## config.mk

```make
export PLATFORM = sky130hd
export DESIGN_NAME = dsp_ctrl_regs
export DESIGN_NICKNAME = d
export VERILOG_FILES = /design/src/rtl/dsp_ctrl_pkg.sv /design/src/rtl/dcr_run_stage.sv /design/src/rtl/dcr_clear_fsm.sv /design/src/rtl/dcr_pload_fsm.sv /design/src/rtl/dcr_gate.sv /design/src/rtl/dsp_ctrl_regs.sv
export SDC_FILE = /design/constraint.sdc
export NUM_CORES = 1
export LEC_CHECK = 0
export CAP_MARGIN = 20
export CORE_MARGIN = 8
export CORE_UTILIZATION = 42
export DETAILED_ROUTE_END_ITERATION = 10
export HOLD_SLACK_MARGIN = 0.08
export MAX_ROUTING_LAYER = met4
export PLACE_DENSITY = 0.8
export SETUP_SLACK_MARGIN = 0.4
export SYNTH_ARGS = -nofsm -noshare
export SYNTH_HDL_FRONTEND = slang
export SYNTH_SLANG_ARGS = --single-unit
```

## constraint.sdc

```tcl
create_clock -name clk -period 1.3 [get_ports clk]
set_input_delay 0.26 -clock clk [delete_from_list [all_inputs] [get_ports clk]]
set_output_delay 0.26 -clock clk [all_outputs]
set_load 0.03 [all_outputs]
```

## src/rtl/dsp_ctrl_pkg.sv

```systemverilog
package dsp_ctrl_pkg;
    localparam int REG_W = 8;

    localparam logic [REG_W-1:0] RUN_RST  = 8'h3D;
    localparam logic [REG_W-1:0] MODE_RST = 8'h00;
    localparam logic [REG_W-1:0] MODE_MASK = 8'hF7;

    // run-control bit positions
    localparam int RB_PLOAD   = 7;
    localparam int RB_BREAK   = 6;
    localparam int RB_INMUTE  = 5;
    localparam int RB_OMUTE0  = 2;
    localparam int RB_CLEAR   = 1;
    localparam int RB_STANDBY = 0;

    // memory-mode bit positions
    localparam int MB_PCOUT = 7;
    localparam int MB_REWR  = 6;
    localparam int MB_CK512 = 5;
    localparam int MB_DRAM  = 4;
    localparam int MB_BUS32 = 2;
    localparam int MB_ACC8  = 1;
    localparam int MB_PART  = 0;

    typedef enum logic {STG_EMPTY, STG_PENDING} stage_e;
    typedef enum logic {CLR_IDLE, CLR_ARMED} clr_e;
    typedef enum logic {PL_LOADING, PL_RUNNING} pload_e;
endpackage

```

## src/rtl/dcr_run_stage.sv

```systemverilog
module dcr_run_stage
    import dsp_ctrl_pkg::*;
(
    input  logic             clk,
    input  logic             rst_n,
    input  logic             wr_en,
    input  logic [REG_W-1:0] wdata,
    input  logic             sync_pulse,
    input  logic             clr_ack,
    output logic [REG_W-1:0] active
);
    stage_e           st_q, st_d;
    logic [REG_W-1:0] staged_q;
    logic [REG_W-1:0] active_q;
    logic             load;

    assign load = (st_q == STG_PENDING) && sync_pulse;

    always_ff @(posedge clk or negedge rst_n) begin
        if (!rst_n) st_q <= STG_EMPTY;
        else        st_q <= st_d;
    end

    always_comb begin
        st_d = st_q;
        unique case (st_q)
            STG_EMPTY:   if (wr_en) st_d = STG_PENDING;
            STG_PENDING: if (sync_pulse && !wr_en) st_d = STG_EMPTY;
        endcase
    end

    always_ff @(posedge clk or negedge rst_n) begin
        if (!rst_n)     staged_q <= RUN_RST;
        else if (wr_en) staged_q <= wdata;
    end

    always_ff @(posedge clk or negedge rst_n) begin
        if (!rst_n)       active_q <= RUN_RST;
        else if (load)    active_q <= staged_q;
        else if (clr_ack) active_q[RB_CLEAR] <= 1'b0;
    end

    assign active = active_q;

    assert_hold_without_sync_R2: assert property (@(posedge clk) disable iff (!rst_n)
        (!sync_pulse && !clr_ack) |=> $stable(active_q));

    assert_load_on_sync_R2: assert property (@(posedge clk) disable iff (!rst_n)
        (st_q == STG_PENDING && sync_pulse) |=> (active_q == $past(staged_q)));

    assert_trigger_selfclear_R9: assert property (@(posedge clk) disable iff (!rst_n)
        (clr_ack && !load) |=> !active_q[RB_CLEAR]);
endmodule

```

## src/rtl/dcr_clear_fsm.sv

```systemverilog
module dcr_clear_fsm
    import dsp_ctrl_pkg::*;
(
    input  logic clk,
    input  logic rst_n,
    input  logic trigger,
    input  logic clr_started,
    output logic clear_req,
    output logic clr_ack
);
    clr_e st_q, st_d;

    always_ff @(posedge clk or negedge rst_n) begin
        if (!rst_n) st_q <= CLR_IDLE;
        else        st_q <= st_d;
    end

    always_comb begin
        st_d = st_q;
        unique case (st_q)
            CLR_IDLE:  if (trigger) st_d = CLR_ARMED;
            CLR_ARMED: if (clr_started) st_d = CLR_IDLE;
        endcase
    end

    always_comb begin
        clear_req = 1'b0;
        clr_ack   = 1'b0;
        unique case (st_q)
            CLR_IDLE:  ;
            CLR_ARMED: begin
                clear_req = 1'b1;
                clr_ack   = clr_started;
            end
        endcase
    end

    assert_req_drops_after_ack_R9: assert property (@(posedge clk) disable iff (!rst_n)
        clr_ack |=> !clear_req);

    assert_req_needs_trigger_R9: assert property (@(posedge clk) disable iff (!rst_n)
        $rose(clear_req) |-> $past(trigger));
endmodule

```

## src/rtl/dcr_pload_fsm.sv

```systemverilog
module dcr_pload_fsm
    import dsp_ctrl_pkg::*;
(
    input  logic clk,
    input  logic rst_n,
    input  logic pload_off,
    output logic flag_pulse
);
    pload_e st_q, st_d;

    always_ff @(posedge clk or negedge rst_n) begin
        if (!rst_n) st_q <= PL_LOADING;
        else        st_q <= st_d;
    end

    always_comb begin
        st_d = st_q;
        unique case (st_q)
            PL_LOADING: if (pload_off)  st_d = PL_RUNNING;
            PL_RUNNING: if (!pload_off) st_d = PL_LOADING;
        endcase
    end

    always_comb begin
        flag_pulse = 1'b0;
        unique case (st_q)
            PL_LOADING: flag_pulse = pload_off;
            PL_RUNNING: flag_pulse = 1'b0;
        endcase
    end

    assert_pulse_single_R7: assert property (@(posedge clk) disable iff (!rst_n)
        flag_pulse |=> !flag_pulse);
endmodule

```

## src/rtl/dcr_gate.sv

```systemverilog
module dcr_gate
    import dsp_ctrl_pkg::*;
#(
    parameter int NUM_SDI = 2,
    parameter int NUM_SDO = 3
) (
    input  logic [REG_W-1:0]   run_reg,
    input  logic               mode_pcout,
    input  logic               brk_addr_valid,
    input  logic [NUM_SDI-1:0] sdi_in,
    input  logic [NUM_SDO-1:0] sdo_in,
    output logic [NUM_SDI-1:0] sdi_out,
    output logic [NUM_SDO-1:0] sdo_out,
    output logic               ram_standby,
    output logic               nop_force,
    output logic               break_req
);
    for (genvar i = 0; i < NUM_SDI; i++) begin : g_sdi
        assign sdi_out[i] = sdi_in[i] & ~run_reg[RB_INMUTE];
    end

    for (genvar k = 0; k < NUM_SDO; k++) begin : g_sdo
        assign sdo_out[k] = sdo_in[k] & ~run_reg[RB_OMUTE0 + k];
    end

    assign ram_standby = run_reg[RB_STANDBY] | mode_pcout;
    assign nop_force   = ~run_reg[RB_PLOAD];
    assign break_req   = run_reg[RB_BREAK] & brk_addr_valid;
endmodule

```

## src/rtl/dsp_ctrl_regs.sv

```systemverilog
module dsp_ctrl_regs
    import dsp_ctrl_pkg::*;
#(
    parameter int NUM_SDI = 2,
    parameter int NUM_SDO = 3
) (
    input  logic               clk,
    input  logic               rst_n,
    input  logic               host_wr,
    input  logic               host_addr,
    input  logic [7:0]         host_wdata,
    output logic [7:0]         host_rdata,
    input  logic               sync_pulse,
    input  logic               clr_started,
    input  logic               brk_addr_valid,
    input  logic [NUM_SDI-1:0] sdi_in,
    input  logic [NUM_SDO-1:0] sdo_in,
    output logic [NUM_SDI-1:0] sdi_out,
    output logic [NUM_SDO-1:0] sdo_out,
    output logic               ram_standby,
    output logic               ram_clear_req,
    output logic               nop_force,
    output logic               break_req,
    output logic               irq_ign_clr,
    output logic               rfsh_ign_clr,
    output logic               pc_out_sel,
    output logic               rewrite_en,
    output logic               clk_sel_512,
    output logic               ram_is_dram,
    output logic               bus_32,
    output logic               access_8,
    output logic               ram_partition
);
    logic [REG_W-1:0] run_reg;
    logic [REG_W-1:0] mode_q;
    logic             clr_ack;
    logic             flag_pulse;

    dcr_run_stage u_stage (
        .clk        (clk),
        .rst_n      (rst_n),
        .wr_en      (host_wr && !host_addr),
        .wdata      (host_wdata),
        .sync_pulse (sync_pulse),
        .clr_ack    (clr_ack),
        .active     (run_reg)
    );

    dcr_clear_fsm u_clear (
        .clk         (clk),
        .rst_n       (rst_n),
        .trigger     (run_reg[RB_CLEAR]),
        .clr_started (clr_started),
        .clear_req   (ram_clear_req),
        .clr_ack     (clr_ack)
    );

    dcr_pload_fsm u_pload (
        .clk        (clk),
        .rst_n      (rst_n),
        .pload_off  (run_reg[RB_PLOAD]),
        .flag_pulse (flag_pulse)
    );

    always_ff @(posedge clk or negedge rst_n) begin
        if (!rst_n)                     mode_q <= MODE_RST;
        else if (host_wr && host_addr)  mode_q <= host_wdata & MODE_MASK;
    end

    dcr_gate #(.NUM_SDI(NUM_SDI), .NUM_SDO(NUM_SDO)) u_gate (
        .run_reg        (run_reg),
        .mode_pcout     (mode_q[MB_PCOUT]),
        .brk_addr_valid (brk_addr_valid),
        .sdi_in         (sdi_in),
        .sdo_in         (sdo_in),
        .sdi_out        (sdi_out),
        .sdo_out        (sdo_out),
        .ram_standby    (ram_standby),
        .nop_force      (nop_force),
        .break_req      (break_req)
    );

    assign host_rdata    = host_addr ? mode_q : run_reg;
    assign irq_ign_clr   = flag_pulse;
    assign rfsh_ign_clr  = flag_pulse;
    assign pc_out_sel    = mode_q[MB_PCOUT];
    assign rewrite_en    = mode_q[MB_REWR];
    assign clk_sel_512   = mode_q[MB_CK512];
    assign ram_is_dram   = mode_q[MB_DRAM];
    assign bus_32        = mode_q[MB_BUS32];
    assign access_8      = mode_q[MB_ACC8];
    assign ram_partition = mode_q[MB_PART];

    assert_pulse_not_loading_R6: assert property (@(posedge clk) disable iff (!rst_n)
        irq_ign_clr |-> !nop_force);

    assert_mode_spare_zero_R3: assert property (@(posedge clk) disable iff (!rst_n)
        (host_wr && host_addr) |=> !(host_addr && host_rdata[3]) || !host_addr);
endmodule

```

-- After elaboration in Yosys (flattened, before gate mapping)
Cells that the tools add are included.
- flip-flop bits (word level): 26
- bitwise operators: 15
- multiplexer cells: 13
- reductions and logical operators: 7
- operator list (operator ; count):
    $mux W1 ; 9
    $mux W8 ; 1
    $not A1 Y1 ; 8
    $and A1 B1 Y1 ; 6
    $pmux W1 S2 ; 3
    $logic_and A1 B1 Y1 ; 4
    $logic_not A1 Y1 ; 2
    $reduce_bool A2 Y1 ; 1
    $or A1 B1 Y1 ; 1

-- Logic depth before layout (Yosys ltp)
- depth in word-level cells: 6
- gate-level depth with buffers: 3
- depth with buffers taken out: 2

-- By module
A second synthesis with hierarchy kept.
- cells, all modules: 78
- area total of the unflattened synthesis: 1196.1 µm²
- by module, submodules not included (module ; instances ; area each (µm²) ; cells each):
    dcr_run_stage ; 1 ; 648.1 ; 38
    dsp_ctrl_regs ; 1 ; 415.4 ; 26
    dcr_gate ; 1 ; 47.5 ; 8
    dcr_clear_fsm ; 1 ; 46.3 ; 4
    dcr_pload_fsm ; 1 ; 38.8 ; 2

-- Least setup slack after synthesis
No wires, ideal clock.
- path type: register to output
- start: register u_stage.active_q[7] (netlist: u_stage.active[7])
- end: output port rfsh_ign_clr
- cell stages (with the launch flop): 4
- arrival: 1.237 ns
- path slack: -0.197 ns
- path buffers: 1
- data required time: 1.040 ns
- cell sequence: dfrtp_1 > inv_1 > nor2_1 > buf_4
- longest elaborated chain between the ends: 1
- RTL lines (what ; RTL line ; RTL):
    start: declaration ; dcr_run_stage.sv:14 ; logic [REG_W-1:0] active_q;
    start signal: assignment ; dcr_run_stage.sv:39 ; else if (load) active_q <= staged_q;
    $pmux W1 S2 ; dcr_pload_fsm.sv:26 ; unique case (st_q)
    end: declaration ; dsp_ctrl_regs.sv:25 ; output logic rfsh_ign_clr,
No other way between the ends.

-- Final worst setup path
- start: register u_stage.active_q[5] (netlist: u_stage.active[5])
- end: output port host_rdata[5]
- longest elaborated chain between the ends: 1
- RTL lines (what ; RTL line ; RTL):
    $mux W8 ; dsp_ctrl_regs.sv:83 ; assign host_rdata = host_addr ? mode_q : run_reg;
    end: declaration ; dsp_ctrl_regs.sv:12 ; output logic [7:0] host_rdata,
No other way between the ends.

==> impl_metrics.yaml <==
outcome:
  status: "finished with violations"
  violations: "setup timing"
cts:
  htree_levels: 1
  cts.sinks: 26
  path_clk_slew_ns: 0.13
  cts_buffers: 3
  ctsHoldBuffers: 0
  cts_root_buf: "clkbuf_4"
  cts_tree: "done"
  clkLatencyLatePin_ns: 0.31
  clock_path_buffers: 2
synth:
  yosys_warnings: 0
  synthArstFlopShare: 1.00
  synth_top_area_cell: "dfrtp_1"
  synth_ff_type: "dfrtp_1"
  synth.top_cell.area_share: 0.358
  synthCells: 78
  synth.most_common_cell: "mux2_2"
  synthTopCellsByArea: "dfrtp_1, dfstp_2, mux2_2"
  syn_nets: 98
  avgSynthCellArea_um2: 14.3
  syn_area_mm2: 0.00112
  yosysUniqueCellTypes: 18
  synth_seq_cells: 26
  synth_edf_count: 0
  yosysSeqAreaShare: 0.593
  yosys-top-cells-count: "mux2_2, dfrtp_1, dfstp_2"
global_routing:
  grt_pass1_vias: 1001
  grt_use_met1: 0.177
  use_met3: 0.0397
  globalRouteOverflowTotal: 0
  gr-usage-met2: 0.244
  antenna_found_initial: 0
  grt_usage: 0.150
  grt_pass1_wl_um: 5060
  busiest_layer: "met2"
  grt_max_degree: 27
drt:
  firstDrtPassIters: 4
  ant_nets: 0
  dr.first_iter.drc_count: 20
  wire_per_inst_um: 18.3
  vias: 866
  drc_errors: 0
  vias_per_cell: 4.95
  totalWireLength_um: 3200
place:
  dp_cells: 157
  globalplace.congestion: 0.661
  portBuffers: 45
  dp_hpwl_um: 2090
floorplan:
  fp.coreArea_mm2: 0.00250
  start_util: 0.447
  die_h_um: 67.6
  die_area_mm2: 0.00457
  die_w_um: 67.6
  rows: 18
  ioPinCount: 46
layout:
  multi_input_area_um2: 628
  area_growth_pct: 85.7
  layout.nets: 166
  fill_cells: 141
  final_cells: 175
  diodes: 0
  fin_util: 0.831
  seq_area_um2: 673
  drive_gt1_frac: 0.772
hold_path:
  hp-class: "in -> async"
power_and_ir_drop:
  leakagePower_nw: 1.00
  peakVddDrop_uv: 1250
  power.density_mw_per_mm2: 1490
timing:
  rsz0062_at_grt: "true"
  min_period_over_period: 1.14
  fin_ws_ns: -0.178
  max_freq_mhz: 677
  relSlewSlack: 0.882
  setup_viol: 15
  maxSlewViolCount: 0
  finClkSkew_ns: 0.00190
  worst_pin_slew_ns: 0.177
  fin_crit_ns: 1.48
  hold_viol_final: 0
worst_setup_path:
  crit_arrival_ns: 1.22
  startpoint_type: "flop"
  rr_startpoint: "u_stage.st_q$_DFF_PN0_"
  cp.required_ns: 1.04
  critPathMaxFanout: 4
  path_class: "reg -> out"
  worst_setup_path_end_kind: "output port"
  critPathLaunch: "u_stage.active[5]$_DFFE_PN1P_"
  rr_worst_depth: 2
flow_run:
  maxCapViolations: 0
==> flip-flops by register name, indices dropped and copies added, names as in the netlist <==
name,flops
u_clear.st_q,1
u_stage.st_q,1
u_stage.active,8
u_stage.staged_q,8
mode_q,7
u_pload.st_q,1
==> cell type report <==
type / count / area share
Timing Repair Buffer: 66 / 0.339
Sequential cell: 26 / 0.324
Multi-Input combinational cell: 47 / 0.302
Tap cell: 30 / 0.0181
Clock buffer: 4 / 0.0127
Inverter: 2 / 0.00361
==> layer usage <==
| metal | routed length, µm | vias to the layer above |
|---|---|---|
| li1 | - | 404 |
| met1 | 1360 | 423 |
| met2 | 1530 | 35 |
| met3 | 279 | 4 |
| met4 | 30 | 0 |
| met5 | 0 | - |
==> critical path: stages, from the launching register on <==
cell and delay, ns:
dfstp_2 0.62, mux2_4 0.17, buf_6 0.12
==> where the power goes <==
part | leakage, nW | total (W) | internal [W] | switching, W
Sequential | 0.287 | 0.00121 | 0.00104 | 0.000165
Clock | 0.0150 | 0.000341 | 0.000120 | 0.000221
Combinational | 0.702 | 0.00155 | 0.000866 | 0.000685
Total | 1.00 | 0.00310 | 0.00203 | 0.00107
==> final timing paths <==
path                       slack (ns)                              end
setup / recovery                -0.18                    host_rdata[5]
hold / removal                   0.28            mode_q[0]$_DFFE_PN0P_
setup reg to reg                 0.25    u_stage.active[6]$_DFFE_PN0P_
hold reg to reg                  0.53  u_stage.staged_q[6]$_DFFE_PN0P_
max in group asynchronous        0.80  u_stage.staged_q[2]$_DFFE_PN1P_
min in group clk                 0.51    u_stage.active[1]$_DFFE_PN0P_
==> stage by stage <==
stage / area (µm²) / hold WS [ns] / setup TNS, ns / setup WS [ns] / total power [W]
floorplan: 1330 / -0.0356 / 0 / 0.0861 / 0.00200
global placement: 1790 / 0.385 / -7.17 / -0.360 / 0.00241
detailed placement: 1790 / 0.397 / -7.47 / -0.364 / 0.00244
CTS: 2040 / 0.285 / -1.44 / -0.188 / 0.00307
global route: 2080 / 0.269 / -2.23 / -0.223 / 0.00324
finish: 2080 / 0.277 / -1.41 / -0.178 / 0.00310
==> cell families after synthesis <==
kind of cell,synth area share
mux,0.282
flops,0.593
simple gates,0.0694
compound gates,0.0313
buf+inv,0.0246
==> layout by cell type (no fill, tap or decap), drive strengths merged, types with 2 or more instances in the layout <==
master,count
dlygate4sd2,2
nor2,2
nand2,3
inv,2
nor2b,7
clkdlybuf4s50,16
dfstp,10
mux2,28
clkbuf,4
buf,48
dfrtp,16
==> repair_timing <==
item,CTS,global route
buffers inserted,10,3
gates cloned,1,0
endpoints found under the setup margin,50,37
gates resized for setup,43,3
pin swaps,4,5
No activity file was read; power rests on OpenSTA's default activity.
